### src/rtl/uart_irq_ctrl.sv
module uart_irq_ctrl #(
  parameter int CNT_W = 6
) (
  input  logic             clk,
  input  logic             rst_n,
  input  logic             fifo_en,
  input  logic [CNT_W-1:0] rx_level,
  input  logic [CNT_W-1:0] rx_trig,
  input  logic             rx_push,
  input  logic [CNT_W-1:0] tx_level,
  input  logic             tx_pop,
  input  logic [3:0]       err_in,
  input  logic             ier_we,
  input  logic [2:0]       ier_wdata,
  input  logic             isr_rd,
  input  logic             lsr_rd,
  input  logic             thr_wr,
  output logic [2:0]       ier,
  output logic [3:0]       isr,
  output logic             irq,
  output logic             lsr_dr,
  output logic             lsr_thre,
  output logic [3:0]       lsr_err
);
  localparam logic [3:0] CODE_LS   = 4'b0110;
  localparam logic [3:0] CODE_RX   = 4'b0100;
  localparam logic [3:0] CODE_TX   = 4'b0010;
  localparam logic [3:0] CODE_NONE = 4'b0001;

  logic       tx_pend;
  logic       tx_set, tx_clr, tx_pend_d;
  logic [3:0] err_d, isr_d;
  logic       rx_req, tx_req;

  assign lsr_thre  = (tx_level == '0);
  assign tx_set    = tx_pop && (tx_level == CNT_W'(1));
  assign tx_clr    = thr_wr || (isr_rd && isr == CODE_TX);
  assign tx_pend_d = tx_set ? 1'b1 : (tx_clr ? 1'b0 : tx_pend);
  assign err_d     = lsr_rd ? err_in : (lsr_err | err_in);
  assign rx_req    = fifo_en ? (rx_level >= rx_trig) : (rx_level != '0);
  assign tx_req    = fifo_en ? tx_pend_d : lsr_thre;

  always_comb begin
    if (ier[2] && err_d != 4'b0000) isr_d = CODE_LS;
    else if (ier[0] && rx_req)      isr_d = CODE_RX;
    else if (ier[1] && tx_req)      isr_d = CODE_TX;
    else                            isr_d = CODE_NONE;
  end

  always_ff @(posedge clk or negedge rst_n) begin
    if (!rst_n) begin
      ier     <= 3'b000;
      isr     <= CODE_NONE;
      irq     <= 1'b0;
      lsr_dr  <= 1'b0;
      lsr_err <= 4'b0000;
      tx_pend <= 1'b0;
    end else begin
      if (ier_we) ier <= ier_wdata;
      isr     <= isr_d;
      irq     <= (isr_d != CODE_NONE);
      lsr_dr  <= rx_push || (lsr_dr && rx_level != '0);
      lsr_err <= err_d;
      tx_pend <= tx_pend_d;
    end
  end

  assert_ier_load_R1: assert property (@(posedge clk) disable iff (!rst_n)
    ier_we |=> ier == $past(ier_wdata));
  assert_dr_set_R3: assert property (@(posedge clk) disable iff (!rst_n)
    rx_push |=> lsr_dr);
  assert_thr_clear_R4: assert property (@(posedge clk) disable iff (!rst_n)
    (thr_wr && !(tx_pop && tx_level == CNT_W'(1))) |=> !tx_pend);
  assert_drain_keep_R5: assert property (@(posedge clk) disable iff (!rst_n)
    (tx_pop && tx_level == CNT_W'(1)) |=> tx_pend);
  assert_err_clear_R7: assert property (@(posedge clk) disable iff (!rst_n)
    (lsr_rd && err_in == 4'b0000) |=> lsr_err == 4'b0000);
  assert_isr_code_R8: assert property (@(posedge clk) disable iff (!rst_n)
    (isr == CODE_LS || isr == CODE_RX || isr == CODE_TX || isr == CODE_NONE));
  assert_irq_match_R9: assert property (@(posedge clk) disable iff (!rst_n)
    irq == (isr != CODE_NONE));
endmodule

### config.mk
export PLATFORM = sky130hd
export DESIGN_NAME = uart_irq_ctrl
export DESIGN_NICKNAME = d
export VERILOG_FILES = /design/src/rtl/uart_irq_ctrl.sv
export SDC_FILE = /design/constraint.sdc
export NUM_CORES = 1
export LEC_CHECK = 0
export CAP_MARGIN = 40
export CORE_ASPECT_RATIO = 0.7
export CORE_MARGIN = 2
export CORE_UTILIZATION = 34
export DETAILED_ROUTE_END_ITERATION = 16
export PLACE_DENSITY = 0.88
export SLEW_MARGIN = 0
export SYNTH_ARGS = -nofsm -noshare
export SYNTH_HDL_FRONTEND = slang
export SYNTH_SLANG_ARGS = --single-unit
### constraint.sdc
create_clock -name clk -period 1.8 [get_ports clk]
set_input_delay 0.36 -clock clk [delete_from_list [all_inputs] [get_ports clk]]
set_output_delay 0.36 -clock clk [all_outputs]
set_load 0.005 [all_outputs]
======== Yosys cells after proc, flatten, opt, wreduce, memory -nomap -nowiden ========
Index checks and enable logic that the tools add are counted.
cells by class
  magnitude comparators ................... 1
  equality and inequality tests ........... 3
  mux-type cells .......................... 8
  bitwise logic cells ..................... 1
  reductions and logical operators ........ 11
operators by type and width
  kind                  count
  $mux W4               2
  $eq A6 B1 Y1 const B  1
  $ge A6 B6 Y1          1
  $logic_and A1 B1 Y1   6
  $logic_not A6 Y1      1
  $reduce_bool A6 Y1    1
  $eq A4 B2 Y1 const B  1
  $mux W1               4
  $ne A4 B1 Y1 const B  1
  $or A4 B4 Y4          1
  $reduce_bool A4 Y1    1
  $mux W3               1
  $logic_or A1 B1 Y1    2
  $mux W2               1
word-level totals
  bits in registers ....................... 14
  input port bits ......................... 34
  logic and storage cells ................. 30

======== Logic depth before layout (Yosys ltp) ========
  depth after elaboration ................. 11
  depth in mapped cells ................... 7

======== Worst setup path before layout ========
OpenSTA, ideal clock, no wires.
  path kind ............................... input port to flip-flop
  start ................................... input port rx_trig[3]
  end ..................................... register isr[0]
  arrival ................................. 1496 ps
  path slack .............................. 240 ps
  stages on the path ...................... 6
  path through ............................ inv_1 ha_1 a2111oi_0 o211ai_1 a31oi_2 nor2b_2
between the ends
  word-level cells in the longest chain between the ends .. 5
ends and longest elaborated chain
  element               RTL line  RTL
  from (decl)           8         input logic [CNT_W-1:0] rx_trig,
  $ge A6 B6 Y1          40        assign rx_req = fifo_en ? (rx_level >= rx_trig) : (rx_level != '0);
  $mux W1               40
  $logic_and A1 B1 Y1   45        else if (ier[0] && rx_req) isr_d = CODE_RX;
  $mux W3               45
  $mux W4               44        if (ier[2] && err_d != 4'b0000) isr_d = CODE_LS;
  net isr_d[0]          32        logic [3:0] err_d, isr_d;
  to (signal assigned)  60        isr <= isr_d;
  to (decl)             19        output logic [3:0] isr,
The timed path passes the listed nets, and every way through them passes these cells.
A chain may end at the register's enable or synchronous reset.

======== Worst setup path after layout ========
  start ................................... input port tx_level[2]
  end ..................................... output port lsr_thre
between the ends
  word-level cells in the longest chain between the ends .. 1
ends and longest elaborated chain
  element           RTL line  RTL
  from (decl)       10        input logic [CNT_W-1:0] tx_level,
  $logic_not A6 Y1  35        assign lsr_thre = (tx_level == '0);
  to (decl)         22        output logic lsr_thre,
Every way passes these cells.

==> flow_summary.ini <==
[clocking]
clk_pin_slew_ns = 0.08
htreeDepth = 1
cts.sinks = 13
postCtsSetupRepairBufs = 0
clk_latency_ns = 0.27
cts_made_buffers = 3
clock-root-buffer = clkbuf_4
cts_tree = yes
clk_path_buf_depth = 2

[yosys]
synthFlopType = dfrtp_1
syn_avg_cell_area_um2 = 10.7
synth_top_cell_area_share_pct = 42.6
async_flop_share_pct = 100
synth_most_common_cell = dfrtp_1
ys_ff_latch = 13
yosys.area.top_type = dfrtp_1
netlist_area_um2 = 706
yosysWarningCount = 0
synth_edf_count = 0
syn_inst = 66
ys_top_cells_by_count = 12 x dfrtp_1, 10 x inv_1, 6 x ha_1, 4 x a21o_2
seq_area_frac_synth_pct = 46.3
synthTopCellsByArea = dfrtp_1 43%, ha_1 11%, inv_1 5.3%
synth_nets = 106
synth.distinct_cells = 30

[placement]
place_area_um2 = 1200
place.port_buffers = 46
dpl.hpwl_um = 1550
dp_cells = 135
gp_congestion = 0.841

[finish]
area_delta_synth_final_pct = 79.6
post-route-util_pct = 66.6
drive_above_1_share_pct = 21.4
fin_cells = 139
nets = 158
diodes = 0
design_area_um2 = 1270
fillers = 155

[status]
outcome = finished, final reports clean

[critical_path]
crit_path_end = lsr_thre
required_ns = 1.44
critPathKind = input pin to output pin
crit_chain = dlygate4sd2_1 -> or3_4 -> nor4_4 -> buf_2
timing.critical_path.from = tx_level[2]
reg2reg_to = isr[0]
worstReg2RegStart = lsr_err[2]
r2r_setup_slack_ns = 0.34
slowest_stage = or3_4
rr_worst_depth = 4
worstSetupStartpointType = input pin
worstSetupEndpointType = output pin
arrival_ns = 1.39
crit_path_max_incr_delay_ns = 0.40
cp_max_fo = 2

[floorplan]
dieArea_um2 = 2460
fp-row-count = 13
io_pins = 48
die_y_um = 42.1
core_um2 = 1900
fp.dieW_um = 58.5
initial_core_util_pct = 37.1

[grt]
grt_max_degree = 14
first_global_vias = 705
grt.total_usage_pct = 17.3
antenna_found_initial = 0
gr-total-overflow = 0
grt_first_pass_wirelength_um = 3160

[timing]
setup_viol = 0
skew_ns = 0.00401
hold_viol_final = 0
period_share_pct = 97.3
slew_violations = 0
max_freq_mhz = 571
rsz0062_at_grt = no
slew-limit-headroom_pct = 61.9
post-route-min-period_ns = 1.75
tightest_slew_ns = 0.570

[flow_run]
cap_violations = 0

[drt]
drt_iter0_markers = 9
drc = 0
antenna_left = 0
vias = 678
wire_per_inst_um = 13.9
avgViaCountPerCell = 4.88
wl_um = 1940
dr.max_layer_used = met4
detail_route.first_pass.iterations = 4
route.met2.wl_um = 1060
wl_met3_um = 107
wl_met1_um = 755

[pwr]
powerDensity_nw_per_um2 = 579
power.leakage_uw = 0.000547
ir_worst_vdd_v = 0.000430

[min_path]
hold_path.class = input pin to asynchronous set/reset pin
==> where the power goes <==
group / leakage, uW / switching (uW) / internal [uW]
Sequential: 0.000145 / 14.5 / 319
Clock: 0.0000150 / 89.0 / 85.9
Combinational: 0.000387 / 77.7 / 148
Total: 0.000547 / 181 / 553
==> cell families after synthesis <==
kind of cell	count (synthesis)	share of synthesized area, %
AOI/OAI and AO/OA	17	18.6
adders and majority gates	6	10.6
buffers and inverters	12	6.92
DFF	13	46.3
muxes	2	3.19
other	1	0.531
and+or+nand+nor	15	13.8
==> per-stage QoR <==
stage                     TNS (ns)  power [uW]  hold slack, ns  worst slack, ns
after CTS                        0         745           0.456           0.0106
after floorplan                  0         400          0.0644            0.240
after global routing             0         778           0.488          0.00478
after global placement       -1.64         542           0.470           -0.434
final                            0         734           0.449           0.0486
after detailed placement     -1.99         551           0.480           -0.464
==> registers in the layout, summed over array words and instances (netlist names) <==
signal   cells
lsr_dr       1
lsr_err      4
irq          1
isr          3
ier          3
tx_pend      1
==> area by class of cell <==
cell class                 count  area, um^2  area share (%)
sequential                    13         327            25.8
inverter                      11        41.3            3.26
multi-input combinational     41         382            30.1
clock buffer                   4        26.3            2.07
tap                           22        27.5            2.17
timing repair buffer          48         464            36.6
==> cells in the final DEF (no fill, tap or decap), types with 2 or more instances in the layout <==
master and count:
a31oi_1 2, a21o_1 2, dfrtp_1 12, nand2b_1 2, dlygate4sd2_1 5, o21ai_0 3, clkdlybuf4s50_1 40, mux2_2 2
clkbuf_4 3, ha_1 4, a21oi_2 2, buf_4 2, inv_2 2, a21o_2 4, nand2_1 3, inv_1 9
==> how the worst min path moves through the flow <==
stage	start	slack, ns	endpoint
finish	rst_n	0.45	ier[2]
global route	rst_n	0.49	ier[0]
CTS	rst_n	0.46	ier[1]
floorplan	rst_n	0.06	ier[0]
global placement	lsr_dr	0.47	lsr_dr
detailed placement	lsr_dr	0.48	lsr_dr
==> per-layer routing <==
layer / vias up / global-route usage (%)
li1: 334 / -
met1: 319 / 18.3
met2: 23 / 32.6
met3: 2 / 6.48
met4: 0 / 2.79
met5: - / 0
==> worst max-delay path: cells and delay by family <==
| kind | cells | cell delay, ns |
|---|---|---|
| buffers and inverters | 2 | 0.40 |
| AND/OR/NAND/NOR | 2 | 0.64 |
==> what timing repair did <==
| item | CTS | global route |
|---|---|---|
| hold buffers | 0 | 0 |
| gates resized for setup | 16 | 2 |
| setup endpoints to repair | 4 | 3 |
| pin swaps | 6 | 2 |
Note: power is estimated with default switching activity, not from simulation.
